==> src/rtl/knock_pkg.sv <==
`timescale 1ns/1ps
package knock_pkg;
  localparam logic [2:0] P_SCNT  = 3'd2;
  localparam logic [2:0] P_SNUM  = 3'd3;
  localparam logic [2:0] P_CLOW  = 3'd4;
  localparam logic [2:0] P_CHIGH = 3'd5;
  localparam logic [2:0] P_ALT   = 3'd6;
  localparam int MODE_W = 2;

  typedef enum logic [2:0] {
    K_IDLE, K_CH, K_SCW, K_SCR, K_AS1, K_AS2, K_SC3
  } knockState_t;

  typedef struct packed {
    logic open;
    logic timWr;
    logic commit;
  } ctlStrobe_t;
endpackage

==> src/rtl/knock_ctrl.sv <==
`timescale 1ns/1ps
module knock_ctrl
  import knock_pkg::*;
#(
  parameter bit HAS_UNLOCK = 1'b1
) (
  input  logic       clk,
  input  logic       rst,
  input  logic [2:0] ioAddr,
  input  logic       ctlSel,
  input  logic       ioRd,
  input  logic       ioWr,
  input  logic       knockBit,
  input  logic       commitBit,
  output ctlStrobe_t strobe
);
  knockState_t state, stateNext;
  logic openQ;

  logic cmdWin, chRd, scRd, scWr, altRd, anyAcc;
  assign cmdWin = !ctlSel;
  assign chRd   = ioRd && cmdWin && (ioAddr == P_CHIGH);
  assign scRd   = ioRd && cmdWin && (ioAddr == P_SCNT);
  assign scWr   = ioWr && cmdWin && (ioAddr == P_SCNT);
  assign altRd  = ioRd && ctlSel && (ioAddr == P_ALT);
  assign anyAcc = ioRd || ioWr;

  // Knock progress: a cylinder-high read always starts over; anything else
  // that is not the expected next step returns to idle.
  always_comb begin
    stateNext = state;
    if (anyAcc) begin
      if (chRd) stateNext = K_CH;
      else begin
        unique case (state)
          K_CH:  stateNext = scRd ? K_CH : ((scWr && knockBit) ? K_SCW : K_IDLE);
          K_SCW: stateNext = scRd  ? K_SCR : K_IDLE;
          K_SCR: stateNext = altRd ? K_AS1 : K_IDLE;
          K_AS1: stateNext = altRd ? K_AS2 : K_IDLE;
          K_AS2: stateNext = scRd  ? K_SC3 : K_IDLE;
          default: stateNext = K_IDLE;
        endcase
      end
    end
  end

  always_ff @(posedge clk) begin
    if (rst) begin
      state <= K_IDLE;
      openQ <= 1'b0;
    end else begin
      state <= stateNext;
      if (chRd) openQ <= 1'b0;
      else if (HAS_UNLOCK && state == K_SC3 && scRd) openQ <= 1'b1;
    end
  end

  assign strobe.open   = openQ;
  assign strobe.timWr  = openQ && ioWr && cmdWin && (ioAddr == P_SNUM);
  assign strobe.commit = openQ && scWr && commitBit;
endmodule

==> src/rtl/timing_regs.sv <==
`timescale 1ns/1ps
module timing_regs
  import knock_pkg::*;
#(
  parameter int         NUM_DRIVES = 2,
  parameter int         FIELD_W    = 3,
  parameter bit         HAS_UNLOCK = 1'b1,
  parameter logic [7:0] ALT_STATUS = 8'h50,
  localparam int TIM_W = NUM_DRIVES * FIELD_W
) (
  input  logic                         clk,
  input  logic                         rst,
  input  logic [2:0]                   ioAddr,
  input  logic                         ctlSel,
  input  logic                         ioWr,
  input  logic [7:0]                   wrData,
  input  ctlStrobe_t                   strobe,
  output logic [7:0]                   rdData,
  output logic [TIM_W-1:0]             driveCode,
  output logic [NUM_DRIVES*MODE_W-1:0] driveMode
);
  localparam logic [FIELD_W-1:0] CODE_M1 = FIELD_W'(1 + 3 * 1);
  localparam logic [FIELD_W-1:0] CODE_M2 = FIELD_W'(1 + 3 * 2);

  logic [7:0] scReg, snReg, clReg, chReg;
  logic [TIM_W-1:0] pending, committed;
  logic cmdWr;
  assign cmdWr = ioWr && !ctlSel;

  always_ff @(posedge clk) begin
    if (rst) begin
      scReg <= '0; snReg <= '0; clReg <= '0; chReg <= '0;
      pending <= '0; committed <= '0;
    end else begin
      if (cmdWr && ioAddr == P_SCNT) scReg <= wrData;
      if (cmdWr && ioAddr == P_SNUM && !strobe.open) snReg <= wrData;
      if (cmdWr && ioAddr == P_CLOW) clReg <= wrData;
      if (cmdWr && ioAddr == P_CHIGH) chReg <= wrData;
      if (strobe.timWr) pending <= wrData[TIM_W-1:0];
      if (strobe.commit) committed <= pending;
    end
  end

  always_comb begin
    rdData = 8'h00;
    if (ctlSel) begin
      if (ioAddr == P_ALT) rdData = ALT_STATUS;
    end else begin
      unique case (ioAddr)
        P_SCNT:  rdData = HAS_UNLOCK ? {!strobe.open, scReg[6:0]} : 8'h00;
        P_SNUM:  rdData = strobe.open ? 8'(pending) : snReg;
        P_CLOW:  rdData = clReg;
        P_CHIGH: rdData = chReg;
        default: rdData = 8'h00;
      endcase
    end
  end

  assign driveCode = committed;

  for (genvar d = 0; d < NUM_DRIVES; d++) begin : g_decode
    logic [FIELD_W-1:0] code;
    assign code = committed[d*FIELD_W +: FIELD_W];
    always_comb begin
      if (code == CODE_M2)      driveMode[d*MODE_W +: MODE_W] = 2'd2;
      else if (code == CODE_M1) driveMode[d*MODE_W +: MODE_W] = 2'd1;
      else                      driveMode[d*MODE_W +: MODE_W] = 2'd0;
    end
  end
endmodule

==> src/rtl/knock_timing_unlock.sv <==
`timescale 1ns/1ps
module knock_timing_unlock
  import knock_pkg::*;
#(
  parameter int         NUM_DRIVES = 2,
  parameter int         FIELD_W    = 3,
  parameter bit         HAS_UNLOCK = 1'b1,
  parameter logic [7:0] ALT_STATUS = 8'h50
) (
  input  logic                                  clk,
  input  logic                                  rst,
  input  logic [2:0]                            ioAddr,
  input  logic                                  ctlSel,
  input  logic                                  ioRd,
  input  logic                                  ioWr,
  input  logic [7:0]                            wrData,
  output logic [7:0]                            rdData,
  output logic [NUM_DRIVES*FIELD_W-1:0]         driveCode,
  output logic [NUM_DRIVES*knock_pkg::MODE_W-1:0] driveMode
);
  ctlStrobe_t strobe;
  logic lockOpen;
  assign lockOpen = strobe.open;

  knock_ctrl #(.HAS_UNLOCK(HAS_UNLOCK)) i_ctrl (
    .clk(clk), .rst(rst), .ioAddr(ioAddr), .ctlSel(ctlSel),
    .ioRd(ioRd), .ioWr(ioWr), .knockBit(wrData[7]), .commitBit(wrData[0]),
    .strobe(strobe)
  );

  timing_regs #(
    .NUM_DRIVES(NUM_DRIVES), .FIELD_W(FIELD_W),
    .HAS_UNLOCK(HAS_UNLOCK), .ALT_STATUS(ALT_STATUS)
  ) i_regs (
    .clk(clk), .rst(rst), .ioAddr(ioAddr), .ctlSel(ctlSel), .ioWr(ioWr),
    .wrData(wrData), .strobe(strobe), .rdData(rdData),
    .driveCode(driveCode), .driveMode(driveMode)
  );
endmodule

==> config.mk <==
export PLATFORM = sky130hd
export DESIGN_NAME = knock_timing_unlock
export DESIGN_NICKNAME = d
export VERILOG_FILES = /design/src/rtl/knock_pkg.sv /design/src/rtl/knock_ctrl.sv /design/src/rtl/timing_regs.sv /design/src/rtl/knock_timing_unlock.sv
export SDC_FILE = /design/constraint.sdc
export NUM_CORES = 1
export LEC_CHECK = 0
export BUFFER_PORTS_ARGS = -buffer_cell sky130_fd_sc_hd__buf_2
export CAP_MARGIN = 20
export CORE_UTILIZATION = 41
export CTS_BUF_LIST = sky130_fd_sc_hd__clkbuf_8
export DETAILED_ROUTE_END_ITERATION = 6
export GPL_TIMING_DRIVEN = 1
export SLEW_MARGIN = 20
export SYNTH_ARGS = -nofsm -noshare
export SYNTH_HDL_FRONTEND = slang
export SYNTH_SLANG_ARGS = --single-unit
==> constraint.sdc <==
create_clock -name clk -period 1.7 [get_ports clk]
set_input_delay 0.085 -clock clk [delete_from_list [all_inputs] [get_ports clk]]
set_output_delay 0.085 -clock clk [all_outputs]
set_load 0.03 [all_outputs]
==> summary.txt, run 1 <==
Finish
  – Ant. Diodes: 0
  – Final #Nets: 312
  – Share of layout cells above drive strength 1: 26.6%
  – P&R area growth vs syn: 22.6%

Setup path
  – Reg-to-reg critical path endpoint: i_regs.snReg[2]
  – Crit-path max FO: 6
  – Critical path type: reg -> out
  – WP data arrival: 1600 ps
  – R2R Setup Slk: 80 ps
  – Worst setup EP type: primary output
  – Cell count of the worst reg-to-reg path: 7
  – Reg2reg start: i_ctrl.openQ
  – Setup crit start kind: register
  – CP Data Required Time: 1620 ps

Global routing
  – GR Util All Layers: 20.9%
  – GRT overflow: 0
  – Initial antenna violation count: 0
  – Number of global-route vias before repair: 1812
  – Largest net degree at the start of global routing: 25
  – First-pass GRT wire length: 8.81 mm

Hold path
  – Worst hold endpoint: i_regs.chReg[7]
  – Hold Crit Class: in -> reg
  – Hold_sp: wrData[7]
  – Worst hold stages: 3

Route
  – Total iterations of the first detailed-routing run: 5
  – Final wirelength: 5.65 mm
  – Via count: 1976
  – Routed WL per cell: 15.4 um
  – Routed Antenna Nets: 0
  – DRT iter0 DRCs: 88
  – DR DRC count: 0
  – DR vias/cell: 5.38

Power
  – Combinational share of power: 11.2%
  – Switching Power: 0.488 mW
  – Clk pwr share: 31.9%
  – Share of total power in sequential cells: 56.9%
  – Pwr Density: 718 nW/um^2
  – Sw Ratio: 24.9%
  – Leak: 1.07 nW
  – IR drop worst, VDD: 424 uV
  – Total power draw: 1.96 mW
  – Internal Power: 1.47 mW

Clock network
  – Clock root cell: clkbuf_8
  – Skew-Pair Late Insertion Delay: 290 ps
  – Clock sink count: 47
  – CTS tree: built
  – Clock slew at reported path FFs: 80 ps
  – # H-tree levels: 2
  – Num CTS Buffers: 5
  – Cts hold-fix bufs: 0
  – Max clock buf depth: 2

Die
  – Die footprint: 5720 sq um
  – # rows: 26
  – I/O Pins: 34
  – Starting density of the core: 43.0%
  – Die W: 75.6 um
  – Die H: 75.6 um
  – Std-Cell Core Area: 5170 sq um

Flow run
  – Max-cap violations: 0

Placement
  – Post-DP HPWL: 3.98 mm
  – Placer Congestion: 0.798
  – Buffers on Ports: 33

Logic synthesis
  – Seq cells post-synth: 47
  – Post-synth top area cell: dfxtp_1
  – Main synth FF type: dfxtp_1
  – Post-synth EDFFs: 0
  – Net count after synthesis: 268
  – Async set or reset register ratio after synthesis: 0%
  – Seq/Total Area, Yosys: 42.3%
  – Post-synth cell types: 42
  – Area contributors post-synth: dfxtp_1 (42%), mux2i_1 (13%), nor2_1 (5.7%)
  – Most common cell in the netlist: dfxtp_1
  – Yosys warnings: 0
  – Yosys top cell area share: 42.3%
  – Synth Cell Area: 2220 sq um
  – Syn Area/Cell: 8.82 sq um
  – Top post-synthesis cells by count: dfxtp_1 (47), nor2_1 (34), mux2i_1 (28)
  – Syn Inst Count: 252

Timing
  – Final worst path period need: 1690 ps
  – Slew headroom: 64.2%
  – FMAX: 593 MHz
  – Final worst path period share: 99.2%
  – Fin. max-slew vios: 0
  – Final Hold Fails: 0
  – RSZ-0062 raised after global routing: yes
  – Final setup fails: 0
  – Post-route setup TNS: 0 ps
  – Least-Margin Pin Slew: 537 ps
  – Fin Clk Skew: 7.75 ps

Outcome
  – Outcome: finished, final reports clean
[cell families (layout without fill, tap and decap cells)]
kind of cell	Yosys count	count (layout)	synth area share (%)
DFF	47	47	42.3
and+or+nand+nor	103	103	24.2
xor gates and xnor gates	1	1	0.394
muxes	31	31	14.1
AOI/OAI and AO/OA	51	51	15.3
buffers and inverters	19	64	3.66
[cell type report]
type,instances,area [sq um]
tap,70,87.6
multi-input combinational,186,1240
timing repair buffer,55,367
clock buffer,5,68.8
clock inverter,3,12.5
inverter,1,3.75
fill,494,2450
sequential,47,946
[worst max-delay path: stages (launching register included)]
cell and delay (ps):
dfxtp_4 380, nor4bb_4 310, buf_4 210, a222oi_1 70
o21bai_1 160, buf_4 180
[registers in the layout, summed over array words and instances (netlist names)]
register,flops
i_regs.pending,6
i_ctrl.state,3
i_regs.clReg,8
i_regs.chReg,8
i_regs.driveCode,6
i_regs.snReg,8
i_regs.scReg,7
i_ctrl.openQ,1
[power groups by stage]
stage | Clock [mW] | Combinational (mW) | Sequential (mW)
4_1_cts | 0.647 | 0.203 | 1.11
5_1_grt | 0.698 | 0.237 | 1.11
3_5_place_dp | 0 | 0.193 | 1.14
3_3_place_gp | 0 | 0.194 | 1.14
2_1_floorplan | 0 | 0.111 | 1.14
6_report | 0.625 | 0.219 | 1.11
[layout by cell type, fill, tap and decap left out, types with 2 or more instances in the layout]
cell type,instances
a21o_1,5
a21oi_1,20
a21oi_2,4
a221oi_1,5
a22oi_1,2
a32oi_1,6
and3_1,3
and4b_1,2
buf_2,26
buf_4,24
buf_6,5
clkbuf_8,5
dfxtp_1,45
inv_1,3
mux2_2,3
mux2i_1,28
nand2_1,22
nand2_2,2
nand2b_1,2
nand3_1,16
nand4b_1,2
nor2_1,34
nor2b_1,4
nor3_1,2
nor3b_1,3
[through the flow]
stage	setup WS (ps)	hold WS [ps]	util, %	std cells	instance area (sq um)
after floorplan	61.8	229	-	252	2220
after global placement	194	388	48.5	351	2510
after detailed placement	147	395	48.5	351	2510
after CTS	0.162	80.7	50.9	362	2640
after global routing	-69.4	80.5	52.7	367	2720
final	14.2	88.5	52.7	367	2720
[worst max path at each step]
stage / from / cells after the start / endpoint / slack (ps)
after CTS: i_ctrl.openQ / 5 / rdData[6] / 0.2
after global routing: i_ctrl.openQ / 5 / rdData[5] / -70
after detailed placement: ioAddr[1] / 6 / i_regs.clReg[0] / 150
final: i_ctrl.openQ / 5 / rdData[6] / 10
after global placement: ioAddr[1] / 6 / i_regs.clReg[0] / 190
after floorplan: i_ctrl.openQ / 4 / rdData[4] / 60
[routing by layer]
metal	track usage [%]	vias up	part of all wire [%]
met3	3.70	4	3.4
met2	33.8	37	48
met1	28.6	946	48
li1	-	989	-
met5	0	-	0
met4	6.38	0	0.74
[repair_timing]
action / CTS / global route
setup endpoints to repair: 7 / 7
pin swaps: 1 / 4
gates cloned: 1 / 0
resized for setup: 10 / 21
buffers inserted: 2 / 5
hold endpoints to repair: 0 / 0
(Power assumes the default switching activity.)
==> run 2, diff against run 1 <==
--- a/config.mk
+++ b/config.mk
@@ -5,7 +5,7 @@
 export SDC_FILE = /design/constraint.sdc
 export NUM_CORES = 1
 export LEC_CHECK = 0
-export BUFFER_PORTS_ARGS = -buffer_cell sky130_fd_sc_hd__buf_2
+export BUFFER_PORTS_ARGS = -buffer_cell sky130_fd_sc_hd__clkbuf_2
 export CAP_MARGIN = 20
 export CORE_UTILIZATION = 41
 export CTS_BUF_LIST = sky130_fd_sc_hd__clkbuf_8
==> run 2 against run 1 <==
  * The run now ends with setup timing left
  * Clock power up 33%
  * Wire length up 2.6%
  * Non-clock buffer count up 1
  * Clock skew up 1.3 ps
  * Die area unchanged
  * Sequential power about the same
  * Critical path type unchanged
==> summary.txt, run 2 (synthesized netlist as in run 1, its figures left out) <==
Finish
  – Ant. Diodes: 0
  – Final #Nets: 313
  – Fill cells: 479
  – Final Util: 54.1%
  – Most common cell after layout, fill and taps aside: dfxtp_1
  – Area occupied by multi-input gates: 1250 sq um
  – Largest registers: i_regs.chReg (8), i_regs.clReg (8), i_regs.snReg (8)
  – Reg area: 945 sq um
  – Share of layout cells above drive strength 1: 27.5%
  – Commonest non-fill, non-tap cells in the layout: dfxtp_1 (46), nor2_1 (34), mux2i_1 (28), clkbuf_2 (26), nand2_1 (22)
  – P&R area growth vs syn: 26.0%

Setup path
  – R2R Setup Slk: 0 ps
  – Setup crit start kind: register
  – Crit path from: i_ctrl.openQ
  – WP data arrival: 1630 ps
  – Worst setup EP type: primary output
  – Reg2reg start: i_ctrl.openQ
  – Crit-path max FO: 7
  – CP Data Required Time: 1620 ps
  – Critical path type: reg -> out

Die
  – Die footprint: 5720 sq um
  – I/O Pins: 34
  – # rows: 26
  – Starting density of the core: 43.0%
  – Std-Cell Core Area: 5170 sq um
  – Die W: 75.6 um
  – Die H: 75.6 um

Clock network
  – Clock root cell: clkbuf_8
  – Num CTS Buffers: 5
  – # H-tree levels: 2
  – Max clock buf depth: 2
  – Skew-Pair Late Insertion Delay: 300 ps
  – Clock slew at reported path FFs: 90 ps
  – Cts hold-fix bufs: 0
  – Clock sink count: 47
  – CTS tree: built

Timing
  – RSZ-0062 raised after global routing: yes
  – Final setup fails: 2
  – Least-Margin Pin Slew: 518 ps
  – FMAX: 582 MHz
  – Final worst path period need: 1720 ps
  – Final worst path period share: 101%
  – Fin. max-slew vios: 0
  – Slew headroom: 65.4%
  – Final Hold Fails: 0
  – Fin Clk Skew: 9.03 ps
  – Post-layout worst setup margin: -17.4 ps

Route
  – Routed Antenna Nets: 0
  – Routed WL per cell: 15.8 um
  – Via count: 2024
  – DRT iter0 DRCs: 131
  – DR DRC count: 0
  – Total iterations of the first detailed-routing run: 4
  – DR vias/cell: 5.50
  – Final wirelength: 5.80 mm

Global routing
  – GRT overflow: 0
  – Largest net degree at the start of global routing: 22
  – Initial antenna violation count: 0
  – GR Util All Layers: 22.3%
  – Number of global-route vias before repair: 1915
  – First-pass GRT wire length: 9.36 mm

Power
  – IR drop worst, VDD: 511 uV
  – Combinational share of power: 10.2%
  – Switching Power: 0.531 mW
  – Total power draw: 2.16 mW
  – Share of total power in sequential cells: 51.5%
  – Internal Power: 1.63 mW
  – Sw Ratio: 24.5%
  – Pwr Density: 773 nW/um^2
  – Clk pwr share: 38.3%
  – Leak: 1.09 nW

Placement
  – Post-DP HPWL: 4.04 mm
  – Placer Congestion: 0.814
  – Buffers on Ports: 33

Hold path
  – Hold_sp: wrData[6]
  – Hold Crit Class: in -> reg

Outcome
  – Outcome: finished with violations
  – Failing checks: setup timing

Flow run
  – Max-cap violations: 0
-- run 2: routing by layer --
layer	global-route usage (%)	wire length, um	up-vias
met1	30.1	2800	974
met3	3.57	200	11
met4	8.23	118	0
li1	-	-	996
met2	36.1	2680	43
met5	0	0	-
-- run 2: layout make-up --
class | instances | share of cell area [%]
flip-flops and latches | 47 | 33.8
well taps | 70 | 3.13
inverters | 1 | 0.134
multi-input cells | 186 | 44.8
repair buffers | 56 | 14.1
clock buffers | 5 | 2.46
clock inverters | 3 | 1.56
-- run 2: what timing repair did --
item,in CTS,in global routing
cloned,1,0
endpoints found under the setup margin,7,15
pin swaps,2,3
resized for setup,13,23
buffers inserted,5,1
-- run 2: final timing paths --
check,to,cells after the start
worst max-delay path,rdData[6],5
worst min-delay path,i_regs.scReg[6],3
worst max register to register,i_regs.snReg[7],7
worst min register to register,i_regs.snReg[2],2
-- run 2: through the flow --
| step | hold WS [ps] | std cells | setup slack (ps) | setup TNS, ps | area (sq um) |
|---|---|---|---|---|---|
| CTS | 57.0 | 367 | -33.0 | -122 | 2730 |
| global route | 74.1 | 368 | -108 | -928 | 2800 |
| global placement | 374 | 353 | 93.2 | 0 | 2540 |
| floorplan | 229 | 252 | 61.8 | 0 | 2220 |
| detailed placement | 377 | 353 | 95.4 | 0 | 2540 |
| finish | 61.3 | 368 | -17.4 | -17.7 | 2800 |
-- run 2: power by group through the flow --
stage	Clock, mW	Combinational (mW)	Sequential, mW
3_5_place_dp	0	0.195	1.14
4_1_cts	0.836	0.210	1.11
6_report	0.829	0.220	1.11
2_1_floorplan	0	0.111	1.14
3_3_place_gp	0	0.193	1.14
5_1_grt	0.884	0.240	1.11
-- run 2: worst max-delay path, cell delays in order (launching register included) --
cell	delay [ps]
dfxtp_4	360
nor4bb_4	330
buf_6	190
a222oi_1	80
o21bai_1	180
buf_4	190
==> run 3, diff against run 2 <==
--- a/config.mk
+++ b/config.mk
@@ -11,6 +11,7 @@
 export CTS_BUF_LIST = sky130_fd_sc_hd__clkbuf_8
 export DETAILED_ROUTE_END_ITERATION = 6
 export GPL_TIMING_DRIVEN = 1
+export MAX_ROUTING_LAYER = met4
 export SLEW_MARGIN = 20
 export SYNTH_ARGS = -nofsm -noshare
 export SYNTH_HDL_FRONTEND = slang
==> constraint.sdc (replaced) <==
create_clock -name clk -period 1.4 [get_ports clk]
set_input_delay 0.07 -clock clk [delete_from_list [all_inputs] [get_ports clk]]
set_output_delay 0.07 -clock clk [all_outputs]
set_load 0.03 [all_outputs]
==> run 3 against run 2 <==
  * Sequential cell count stayed put
  * Clock power rose by 25%
  * Wire length is 6.5% higher
  * Power grew 26%
  * Count of clock-buffer cells in the layout increased by 1
  * Critical path type unchanged
  * Combinational power up 49%
  * Final area increased by 10%
  * Global-route usage is 1.5 points higher
  * Worst setup slack got worse by 230 ps
  * The flow still finishes with violations (setup timing)
  * Critical path depth unchanged
  * Critical endpoint unchanged
==> summary.txt, run 3 (synthesized netlist as in run 1, its figures left out) <==
Outcome
  – Outcome: finished with violations
  – Failing checks: setup timing

Clock network
  – # H-tree levels: 2
  – Clock root cell: clkbuf_8
  – Clock slew at reported path FFs: 90 ps
  – Skew-Pair Late Insertion Delay: 300 ps
  – Num CTS Buffers: 5
  – Clock sink count: 47
  – CTS tree: built
  – Max clock buf depth: 2

Placement
  – Placed cell count: 362
  – Buffers on Ports: 33
  – Placed cell area: 2690 sq um
  – Dpl ws: -99.7 ps
  – Post-DP HPWL: 4.12 mm
  – Placer Congestion: 0.782

Setup path
  – Crit-path max FO: 6
  – Reg2reg start: i_ctrl.openQ
  – Crit path from: i_ctrl.openQ
  – WP data arrival: 1570 ps
  – Worst Path Buf+Inv: 2
  – Max incr delay on CP: 350 ps
  – Slowest cell on crit path: dfxtp_2
  – Top delay family on crit path: buffers and inverters
  – Critical path depth: 5
  – Worst path cell trace: nor4bb_4 > buf_6 > a222oi_1 > o21bai_2 > clkbuf_8
  – Critical path type: reg -> out
  – Setup crit end: rdData[6]
  – Cell count of the worst reg-to-reg path: 8
  – Worst setup EP type: primary output
  – CP Data Required Time: 1330 ps
  – Reg-to-reg critical path endpoint: i_regs.snReg[0]
  – R2R Setup Slk: -120 ps
  – Setup crit start kind: register

Route
  – DR DRC count: 0
  – Via count: 2093
  – Routed WL per cell: 16.4 um
  – Routed Antenna Nets: 0
  – DR vias/cell: 5.55
  – Final wirelength: 6.18 mm
  – DRT iter0 DRCs: 110
  – Total iterations of the first detailed-routing run: 4

Timing
  – Fin. max-slew vios: 0
  – RSZ-0062 raised after global routing: yes
  – Fin Clk Skew: 6.64 ps
  – Final setup fails: 16
  – Least-Margin Pin Slew: 400 ps
  – Final Hold Fails: 0
  – Final worst path period share: 117%
  – Slew headroom: 73.3%
  – Final worst path period need: 1640 ps
  – Post-layout worst setup margin: -245 ps
  – FMAX: 608 MHz

Die
  – Std-Cell Core Area: 5170 sq um
  – Die W: 75.6 um
  – Die footprint: 5720 sq um
  – Die H: 75.6 um
  – Starting density of the core: 43.0%
  – # rows: 26
  – I/O Pins: 34

Flow run
  – Max-cap violations: 0

Hold path
  – Worst hold stages: 3
  – Hold Crit Class: in -> reg

Power
  – Leak: 1.17 nW
  – IR drop worst, VDD: 601 uV
  – Pwr Density: 882 nW/um^2
  – Total power draw: 2.72 mW

Finish
  – Final Util: 59.7%
  – Reg area: 942 sq um
  – Fin cells: 377
  – Fill cells: 465
  – Share of layout cells above drive strength 1: 37.5%
  – Final #Nets: 322
  – Largest registers: i_regs.chReg (8), i_regs.clReg (8), i_regs.snReg (8)
  – Design area: 3090 sq um
  – P&R area growth vs syn: 39.0%
  – Area occupied by multi-input gates: 1400 sq um
  – Ant. Diodes: 0
  – Most common cell after layout, fill and taps aside: dfxtp_1
  – Commonest non-fill, non-tap cells in the layout: dfxtp_1 (46), nor2_1 (34), mux2i_1 (28), clkbuf_2 (25), buf_4 (22)

Global routing
  – GRT overflow: 0
  – Number of global-route vias before repair: 1871
  – GR Util All Layers: 23.8%
  – Largest net degree at the start of global routing: 18
  – First-pass GRT wire length: 9.63 mm
  – Initial antenna violation count: 0
-- run 3: cell types whose count changed in the layout (fill, tap and decap cells not counted), moves of 2 or more --
cell / before / now
a21oi_1: 19 / 14
a21oi_2: 4 / 6
a21oi_4: 1 / 4
buf_12: 1 / 3
clkbuf_8: 5 / 12
nand2_1: 22 / 13
nand2_2: 1 / 9
nand3_1: 16 / 10
nand3_2: 0 / 5
-- run 3: cell type report --
cell class | count | share of cell area [%]
Clock inverter | 2 | 1.13
Clock buffer | 6 | 2.67
Sequential cell | 47 | 30.5
Tap cell | 70 | 2.84
Timing Repair Buffer | 65 | 17.5
Multi-Input combinational cell | 186 | 45.2
Inverter | 1 | 0.122
-- run 3: repair_timing --
action,CTS,global route
gates resized for setup,47,12
gates cloned,1,0
endpoints found under the setup margin,16,17
pin swaps,11,5
hold buffers,0,0
buffers inserted,8,1
-- run 3: worst min-delay path by stage --
stage                         start               to  slack (ps)
after floorplan           wrData[0]  i_regs.chReg[0]         210
after global placement    wrData[7]  i_regs.snReg[7]         360
after detailed placement  wrData[7]  i_regs.snReg[7]         370
after CTS                 wrData[7]  i_regs.snReg[7]          50
after global routing      wrData[7]  i_regs.snReg[7]          60
final                     wrData[7]  i_regs.snReg[7]          50
-- run 3: where the power goes --
group,total [mW],leakage [nW],internal [mW],switching (mW)
clock,1.04,0.0612,0.578,0.464
sequential,1.35,0.380,1.35,0.00723
combinational,0.328,0.729,0.136,0.193
total,2.72,1.17,2.06,0.663
-- run 3: layer usage --
layer	up-vias	GRT usage, %	wire (um)
met3	14	5.03	308
li1	1014	-	-
met5	-	-	0
met1	1001	31.6	2900
met4	0	7.41	85
met2	64	36.3	2880
-- run 3: stage by stage --
stage	hold slack, ps	setup TNS, ps
final	50.3	-2070
after global routing	58.9	-3060
after CTS	54.3	-2310
after detailed placement	375	-694
after global placement	362	-913
after floorplan	214	-41.7
-- run 3: worst register-to-register path, delay by kind of cell (launching register included) --
family | cells | cell delay (ps)
buffers and inverters | 5 | 590
flip-flops | 1 | 350
AO/OA/AOI/OAI | 1 | 130
AND/OR/NAND/NOR | 2 | 400
